--- config.mk ---
export PLATFORM = sky130hd
export DESIGN_NAME = cc_pixel_classifier
export DESIGN_NICKNAME = d
export VERILOG_FILES = /design/src/rtl/cc_pkg.sv /design/src/rtl/cc_coef_regs.sv /design/src/rtl/cc_test_lane.sv /design/src/rtl/cc_label_stage.sv /design/src/rtl/cc_pixel_classifier.sv
export SDC_FILE = /design/constraint.sdc
export NUM_CORES = 1
export LEC_CHECK = 0
export ABC_AREA = 1
export BUFFER_PORTS_ARGS = -buffer_cell sky130_fd_sc_hd__buf_2
export CORE_ASPECT_RATIO = 1.75
export CORE_MARGIN = 4
export CORE_UTILIZATION = 60
export DETAILED_ROUTE_END_ITERATION = 10
export PLACE_DENSITY = 0.77
export SETUP_SLACK_MARGIN = 0.1
export SLEW_MARGIN = 20
export SYNTH_ARGS = -nofsm -noshare
export SYNTH_HDL_FRONTEND = slang
export SYNTH_SLANG_ARGS = --single-unit
--- constraint.sdc ---
create_clock -name clk -period 11.2 [get_ports clk]
set_input_delay 1.12 -clock clk [delete_from_list [all_inputs] [get_ports clk]]
set_output_delay 1.12 -clock clk [all_outputs]
set_load 0.03 [all_outputs]
--- src/rtl/cc_pkg.sv ---
package cc_pkg;
  // Number of screening tests; index order defines coefficient select codes.
  localparam int N_TESTS = 6;
  localparam int SEL_W   = $clog2(N_TESTS);

  localparam int T_BRIGHT = 0;
  localparam int T_COLD   = 1;
  localparam int T_SNOW   = 2;
  localparam int T_VEG    = 3;
  localparam int T_SENES  = 4;
  localparam int T_SOIL   = 5;

  // Bit i set: test i passes when lhs is strictly greater; clear: strictly less.
  localparam logic [N_TESTS-1:0] GT_MASK = 6'b100001;

  // Pipeline depth from input sample to output label.
  localparam int LATENCY = 3;

  typedef enum logic [1:0] {
    CLS_CLEAR = 2'b00,
    CLS_CLOUD = 2'b01,
    CLS_AMBIG = 2'b10
  } cls_e;
endpackage

--- src/rtl/cc_coef_regs.sv ---
module cc_coef_regs #(
  parameter int COEF_W  = 16,
  parameter int N_COEF  = cc_pkg::N_TESTS,
  parameter int SEL_W   = cc_pkg::SEL_W
) (
  input  logic                     clk,
  input  logic                     rst_n,
  input  logic                     cfg_we,
  input  logic [SEL_W-1:0]         cfg_sel,
  input  logic [COEF_W-1:0]        cfg_data,
  output logic [N_COEF*COEF_W-1:0] coef_flat
);
  for (genvar gi = 0; gi < N_COEF; gi++) begin : g_coef
    logic              wr_en;
    logic [COEF_W-1:0] coef_d;
    logic [COEF_W-1:0] coef_q;

    always_comb begin
      wr_en  = cfg_we && (cfg_sel == SEL_W'(gi));
      coef_d = cfg_data;
    end

    always_ff @(posedge clk or negedge rst_n) begin
      if (!rst_n) begin
        coef_q <= '0;
      end else if (wr_en) begin
        coef_q <= coef_d;
      end
    end

    assign coef_flat[gi*COEF_W +: COEF_W] = coef_q;
  end
endmodule

--- src/rtl/cc_test_lane.sv ---
module cc_test_lane #(
  parameter int SAMPLE_W = 8,
  parameter int FRAC_W   = 8,
  parameter int COEF_W   = 16,
  parameter bit GREATER  = 1'b1
) (
  input  logic                clk,
  input  logic                en_a,
  input  logic                en_b,
  input  logic [SAMPLE_W-1:0] lhs,
  input  logic [SAMPLE_W-1:0] rhs,
  input  logic [COEF_W-1:0]   coef,
  output logic                pass
);
  localparam int LHS_W  = SAMPLE_W + FRAC_W;
  localparam int PROD_W = SAMPLE_W + COEF_W;
  localparam int CMP_W  = (LHS_W > PROD_W) ? LHS_W : PROD_W;

  logic [LHS_W-1:0]  lhs_scaled;
  logic [PROD_W-1:0] prod_full;
  logic [CMP_W-1:0]  lhs_d, lhs_q;
  logic [CMP_W-1:0]  prod_d, prod_q;
  logic              pass_d, pass_q;

  // Stage A next state: scaled sample and coefficient product.
  always_comb begin
    lhs_scaled = {lhs, {FRAC_W{1'b0}}};
    prod_full  = PROD_W'(coef) * PROD_W'(rhs);
    lhs_d      = CMP_W'(lhs_scaled);
    prod_d     = CMP_W'(prod_full);
  end

  // Stage B next state: strict comparison in the chosen direction.
  if (GREATER) begin : g_gt
    always_comb pass_d = (lhs_q > prod_q);
  end else begin : g_lt
    always_comb pass_d = (lhs_q < prod_q);
  end

  always_ff @(posedge clk) begin
    if (en_a) begin
      lhs_q  <= lhs_d;
      prod_q <= prod_d;
    end
  end

  always_ff @(posedge clk) begin
    if (en_b) begin
      pass_q <= pass_d;
    end
  end

  assign pass = pass_q;
endmodule

--- src/rtl/cc_label_stage.sv ---
module cc_label_stage #(
  parameter int N_TESTS = cc_pkg::N_TESTS
) (
  input  logic               clk,
  input  logic               rst_n,
  input  logic               en,
  input  logic [N_TESTS-1:0] pass,
  output logic [1:0]         label
);
  import cc_pkg::*;

  cls_e label_d, label_q;

  always_comb begin
    if (!pass[T_BRIGHT] || !pass[T_COLD]) begin
      label_d = CLS_CLEAR;
    end else if (&pass) begin
      label_d = CLS_CLOUD;
    end else begin
      label_d = CLS_AMBIG;
    end
  end

  always_ff @(posedge clk or negedge rst_n) begin
    if (!rst_n) begin
      label_q <= CLS_CLEAR;
    end else if (en) begin
      label_q <= label_d;
    end
  end

  assign label = label_q;
endmodule

--- src/rtl/cc_pixel_classifier.sv ---
module cc_pixel_classifier #(
  parameter int SAMPLE_W = 8,
  parameter int FRAC_W   = 8,
  parameter int COEF_W   = 16
) (
  input  logic                     clk,
  input  logic                     rst_n,
  input  logic                     cfg_we,
  input  logic [cc_pkg::SEL_W-1:0] cfg_sel,
  input  logic [COEF_W-1:0]        cfg_data,
  input  logic                     in_valid,
  input  logic [SAMPLE_W-1:0]      in_green,
  input  logic [SAMPLE_W-1:0]      in_red,
  input  logic [SAMPLE_W-1:0]      in_nir,
  input  logic [SAMPLE_W-1:0]      in_mir,
  input  logic [SAMPLE_W-1:0]      in_therm,
  output logic                     out_valid,
  output logic [1:0]               out_class
);
  import cc_pkg::*;

  localparam int NT = N_TESTS;

  logic [NT*COEF_W-1:0] coef_flat;
  logic [SAMPLE_W-1:0]  lane_lhs [NT];
  logic [SAMPLE_W-1:0]  lane_rhs [NT];
  logic [NT-1:0]        lane_pass;

  logic [LATENCY-1:0]   vld_d, vld_q;

  cc_coef_regs #(
    .COEF_W (COEF_W),
    .N_COEF (NT),
    .SEL_W  (SEL_W)
  ) u_coef (
    .clk       (clk),
    .rst_n     (rst_n),
    .cfg_we    (cfg_we),
    .cfg_sel   (cfg_sel),
    .cfg_data  (cfg_data),
    .coef_flat (coef_flat)
  );

  // Band routing; threshold tests use a unit right-hand operand.
  always_comb begin
    lane_lhs[T_BRIGHT] = in_red;
    lane_rhs[T_BRIGHT] = SAMPLE_W'(1);
    lane_lhs[T_COLD]   = in_therm;
    lane_rhs[T_COLD]   = SAMPLE_W'(1);
    lane_lhs[T_SNOW]   = in_green;
    lane_rhs[T_SNOW]   = in_mir;
    lane_lhs[T_VEG]    = in_nir;
    lane_rhs[T_VEG]    = in_red;
    lane_lhs[T_SENES]  = in_nir;
    lane_rhs[T_SENES]  = in_green;
    lane_lhs[T_SOIL]   = in_nir;
    lane_rhs[T_SOIL]   = in_mir;
  end

  // Valid shift register, one bit per pipeline stage.
  always_comb begin
    vld_d = {vld_q[LATENCY-2:0], in_valid};
  end

  always_ff @(posedge clk or negedge rst_n) begin
    if (!rst_n) begin
      vld_q <= '0;
    end else begin
      vld_q <= vld_d;
    end
  end

  for (genvar gt = 0; gt < NT; gt++) begin : g_lane
    cc_test_lane #(
      .SAMPLE_W (SAMPLE_W),
      .FRAC_W   (FRAC_W),
      .COEF_W   (COEF_W),
      .GREATER  (GT_MASK[gt])
    ) u_lane (
      .clk  (clk),
      .en_a (in_valid),
      .en_b (vld_q[0]),
      .lhs  (lane_lhs[gt]),
      .rhs  (lane_rhs[gt]),
      .coef (coef_flat[gt*COEF_W +: COEF_W]),
      .pass (lane_pass[gt])
    );
  end

  cc_label_stage #(
    .N_TESTS (NT)
  ) u_label (
    .clk   (clk),
    .rst_n (rst_n),
    .en    (vld_q[1]),
    .pass  (lane_pass),
    .label (out_class)
  );

  assign out_valid = vld_q[LATENCY-1];
endmodule

Word level (Yosys, flattened, before mapping)
Index checks and enable logic that the tools add are counted.
W data, S select, Z words.
- register bits: 267
- bits of input ports: 63
- output and inout port bits: 3
- word-level logic and storage cells: 52
- multipliers: 4
- order comparisons: 6
- equal/unequal tests: 5
- muxes and demuxes: 2
- reductions and logical operators: 11
- operators by type and width (cell ; number):
    $mul A16 B8 Y24 ; 4
    $lt A16 B24 Y1 ; 3
    $gt A16 B24 Y1 ; 1
    $gt A16 B16 Y1 ; 1
    $lt A16 B16 Y1 ; 1
    $eq A3 B2 Y1 const B ; 2
    $eq A3 B3 Y1 const B ; 2
    $logic_and A1 B1 Y1 ; 6
    $reduce_and A6 Y1 ; 1
    $mux W2 ; 2
    $eq A3 B1 Y1 const B ; 1
    $logic_not A3 Y1 ; 1
    $logic_not A1 Y1 ; 2
    $logic_or A1 B1 Y1 ; 1

Logic depth before layout (Yosys ltp)
- depth in word-level cells: 3
- depth in mapped cells: 23
- gate-level depth less buffers: 21

By module
A second synthesis with hierarchy kept.
- cells, all modules: 5281
- area, all modules: 39511.6 um^2
- modules (own cells, without submodules) (module ; times used ; cells each ; area an instance (um^2) ; seq. area each (um^2)):
    cc_test_lane (g_lane[3].u_lane) ; 1 ; 801 ; 5955.7 ; 991.0
    cc_test_lane (g_lane[0].u_lane) ; 1 ; 805 ; 5926.9 ; 991.0
    cc_test_lane (g_lane[4].u_lane) ; 1 ; 810 ; 5924.4 ; 991.0
    cc_test_lane (g_lane[1].u_lane) ; 1 ; 808 ; 5916.9 ; 991.0
    cc_test_lane (g_lane[5].u_lane) ; 1 ; 804 ; 5909.4 ; 991.0
    cc_test_lane (g_lane[2].u_lane) ; 1 ; 806 ; 5906.9 ; 991.0
    cc_coef_regs ; 1 ; 425 ; 3779.9 ; 2402.3
    cc_label_stage ; 1 ; 17 ; 108.9 ; 50.0
    cc_pixel_classifier ; 1 ; 5 ; 82.6 ; 75.1

Least setup slack after synthesis
Ideal clock, no wire load.
- path kind: in2reg
- from: input port in_red[2]
- to: register g_lane[3].u_lane.prod_q[17], data pin
- setup time: 0.252 ns
- arrival time: 4.754 ns
- data required time: 10.948 ns
- slack: 6.194 ns
- cell stages on the path: 19
- path buffers: 2
- path through: clkbuf_1 clkbuf_1 nand2_1 fa_1 fa_1 inv_1 fa_1 inv_1 fa_1 inv_1 ha_1 nand2_1 inv_1 nand2_1 nand2_1 o21ai_0 nand2_1 nand2_1 nand2_1
- cells in the longest elaborated chain, start to end: 1
- RTL lines (what ; RTL line ; text):
    start, declared ; cc_pixel_classifier.sv:13 ; input logic [SAMPLE_W-1:0] in_red,
    $mul A16 B8 Y24 ; cc_test_lane.sv:28 ; prod_full = PROD_W'(coef) * PROD_W'(rhs);
    via g_lane[3].u_lane.prod_d[17] ; cc_test_lane.sv:22 ; logic [CMP_W-1:0] prod_d, prod_q;
    end signal, assigned ; cc_test_lane.sv:43 ; prod_q <= prod_d;
    end, declared ; cc_test_lane.sv:22 ;
The timed path passes the listed nets, and every way through them passes these cells.
A chain may end at the register's enable or synchronous reset.

Worst setup path in the final report
- from: input port in_mir[7]
- to: register g_lane[2].u_lane.prod_q[21], data pin
- cells in the longest elaborated chain, start to end: 1
- RTL lines (what ; RTL line ; text):
    start, declared ; cc_pixel_classifier.sv:15 ; input logic [SAMPLE_W-1:0] in_mir,
    $mul A16 B8 Y24 ; cc_test_lane.sv:28 ;
    via g_lane[2].u_lane.prod_d[21] ; cc_test_lane.sv:22 ;
    end signal, assigned ; cc_test_lane.sv:43 ;
    end, declared ; cc_test_lane.sv:22 ;
The timed path passes the listed nets, and every way through them passes these cells.

==> reports/results.ini <==
[detailed_routing]
final_antenna_net_count=0
routedWlPerCell_um=16.05
avgViaCountPerCell=5.149
dr.pass1.iters=5
drt_wl_total_mm=68.19
via_count=21880
first_iter_violations=1266
drcViolationCount=0

[global_routing]
grt_start_max_net_pins=96
grt.total_usage_pct=27.39
grt_pass1_wl_mm=113.4
antenna_found_initial=4
overflow=0
first_global_vias=23140

[clocking]
cts-root-buf=clkbuf_16
hold_buffers=0
h-tree-depth=1
clk_latency_ns=0.58
cts_tree=yes
cts.sinks=267
cts_buffers=27
post_cts_buffers=0
path_clk_slew_ns=0.07
cts_buffer_depth=3
cts_resized=0

[logic_synthesis]
ys_seq_area_share_pct=26.21
synth-seq-cells=267
syn_avg_cell_area_um2=7.791
yosysWarnings=0
synth_cells=3679
ys_types=34
synth_area_mm2=0.02866
syn_nets=4302

[run_status]
status=completed

[final_layout]
drive_gt1_share_pct=4.401
num-nets-final=4260
area_growth_pct=5.055

[sta]
final.setup_skew_ns=0.03678
layout_min_cycle_time_ns=4.939
setup_viol=0
rsz0062_at_grt=no
finalHoldViolations=0
slew_violations=0
fin_tns_setup_ns=0
timing.fmax_ghz=0.2025
maxSlewHeadroom_pct=32.07
finalCritPeriodShare_pct=44.09
holdWs_ns=0.4236
fin_ws_ns=6.261
tightest_slew_ns=1.016

[place]
portBuffers=65
dp.final_hpwl_mm=53.77
gp_congestion=0.9518
pre_cts_ws_ns=5.657

[floorplanning]
die_w_um=173.2
fp.dieH_um=297.1
die_area_mm2=0.05147
rows=105
core_region_area_mm2=0.04703
start_util_pct=60.94
num_io_pins=66

[power]
leakagePower_nw=18.61
p_per_area_mw_per_mm2=281.3
peakVddDrop_mv=0.1995

[worst_setup_path]
cp_common_cell=nand2_1
critPathArrivalTime_ns=5.27
crit_type=in -> reg
crit_path_end_kind=flop
crit_chain=buf_2 > nand2_1 > fa_1 > fa_1 > inv_1 > fa_1 > inv_1 > fa_1 > inv_1 > ha_1 > nand2_1 > inv_1 > nand2_1 > nand2_1 > nand2_1 > nand3_1 > nand2_1 > nand2_1 > nand2_1 > nand2_1
slowest_delay_ns=0.54
ff2ff_setup_slack_ns=6.76
startpoint_type=input pin
r2r-start=u_coef.g_coef[2].coef_q[0]$_DFFE_PN0P_
path_max_fanout=32
slowest_stage=fa_1
worstReg2RegEnd=g_lane[2].u_lane.prod_q[21]$_DFFE_PP_
r2r_cells=19
cp.required_ns=11.53

[worst_hold_path]
min_from=vld_q[1]$_DFF_PN0_
whs_path_depth=0
hp-class=reg -> reg
holdPathEnd=vld_q[2]$_DFF_PN0_

[job]
maxCapViolations=0

==> worst max path at each step <==
stage,startpoint,to,slack [ns],cells past startpoint
after global routing,in_mir[7],g_lane[2].u_lane.prod_q[20]$_DFFE_PP_,5.93,18
after floorplan,in_red[2],g_lane[3].u_lane.prod_q[17]$_DFFE_PP_,6.19,19
after global placement,in_mir[7],g_lane[2].u_lane.prod_q[21]$_DFFE_PP_,5.64,20
after detailed placement,in_mir[7],g_lane[2].u_lane.prod_q[21]$_DFFE_PP_,5.66,20
after CTS,in_mir[7],g_lane[2].u_lane.prod_q[21]$_DFFE_PP_,6.27,20
final,in_mir[7],g_lane[2].u_lane.prod_q[21]$_DFFE_PP_,6.26,20
==> cell families after synthesis <==
family / share of synthesized area, %
compound gates: 3.697
xor+xnor: 1.222
fa+ha+maj: 33.25
buf+inv: 15.95
flops: 26.21
simple gates: 19.68
==> cells in the final DEF (no fill, tap or decap), types with 8 or more instances in the layout <==
cell type	n
nand2_1	1081
inv_1	1077
fa_1	336
ha_1	224
edfxtp_1	166
nor2_1	118
o21ai_0	106
dfrtp_1	101
nand3_1	91
a21oi_1	72
buf_2	63
xor2_1	29
clkbuf_16	27
nor2_2	19
o21bai_1	18
nand4_1	17
nor3_1	17
nand2_2	15
xnor2_1	11
nor4_1	11
nand3_2	8
==> report_power, final <==
| part | total [W] | switching [W] | leakage, nW | internal, W |
|---|---|---|---|---|
| logic | 0.00580 | 0.00372 | 15.3 | 0.00208 |
| clock network | 0.000911 | 0.000407 | 0.426 | 0.000505 |
| registers | 0.00175 | 0.000223 | 2.91 | 0.00153 |
==> per-layer routing <==
layer / track usage, % / part of all wire (%) / routed length, um / up-vias
met3: 3.662 / 5.5 / 3725 / 226
met5: 0 / 0 / 0 / -
met4: 14.27 / 6.2 / 4236 / 0
met1: 29.01 / 34 / 23480 / 10440
li1: - / - / - / 10580
met2: 52.33 / 54 / 36740 / 624
==> cell usage after synthesis (all sizes together) <==
cell	count	area [um^2]
nor2	138	573.0
clkbuf	132	495.5
o211ai	1	7.510
nand2	1096	4151
xnor2	11	96.34
o21ai	107	535.5
dfrtp	101	2527
fa	336	6726
nand3b	2	15.01
buf	6	25.02
xor2	29	254.0
nand3	99	530.5
and2	8	57.56
o22ai	1	6.260
nand4	17	106.4
a211oi	1	7.510
edfxtp	166	4985
and3	2	12.51
inv	1079	4050
o21bai	18	135.1
a21oi	72	360.4
nor4	11	68.82
nor3	21	125.1
ha	224	2803
o21a	1	7.510
==> state kept, by name (all words and copies together), names as in the netlist <==
| signal | count |
|---|---|
| g_lane.u_lane.pass | 6 |
| u_label.label | 2 |
| vld_q | 3 |
| u_coef.g_coef.coef_q | 96 |
| g_lane.u_lane.lhs_q | 32 |
| g_lane.u_lane.prod_q | 128 |
==> critical path: cells and delay by family <==
family                   cells  cell delay, ns
adder cells (fa/ha/maj)      5            2.49
AND/OR/NAND/NOR             10            0.90
buffers and inverters        5            0.73
==> through the flow <==
| step | cells | util [%] | cell area [um^2] | total power [W] |
|---|---|---|---|---|
| 4_1_cts | 4246 | 64.00 | 30100 | 0.008540 |
| 3_5_place_dp | 4196 | 62.14 | 29230 | 0.007582 |
| 5_1_grt | 4247 | 64.01 | 30110 | 0.009445 |
| 2_1_floorplan | 3679 | - | 28660 | 0.006059 |
| 6_report | 4249 | 64.02 | 30110 | 0.008470 |
| 3_3_place_gp | 4196 | 62.14 | 29230 | 0.007465 |
==> final cells by class <==
cell class | instances | area (um^2)
clock buffer | 34 | 711.9
inverter | 1079 | 4050
timing repair buffer | 67 | 349.1
clock inverter | 16 | 160.2
tap | 588 | 735.7
multi-input combinational | 2195 | 16580
fill | 4048 | 16920
sequential | 267 | 7512
antenna | 3 | 7.507
(Power assumes the default switching activity.)
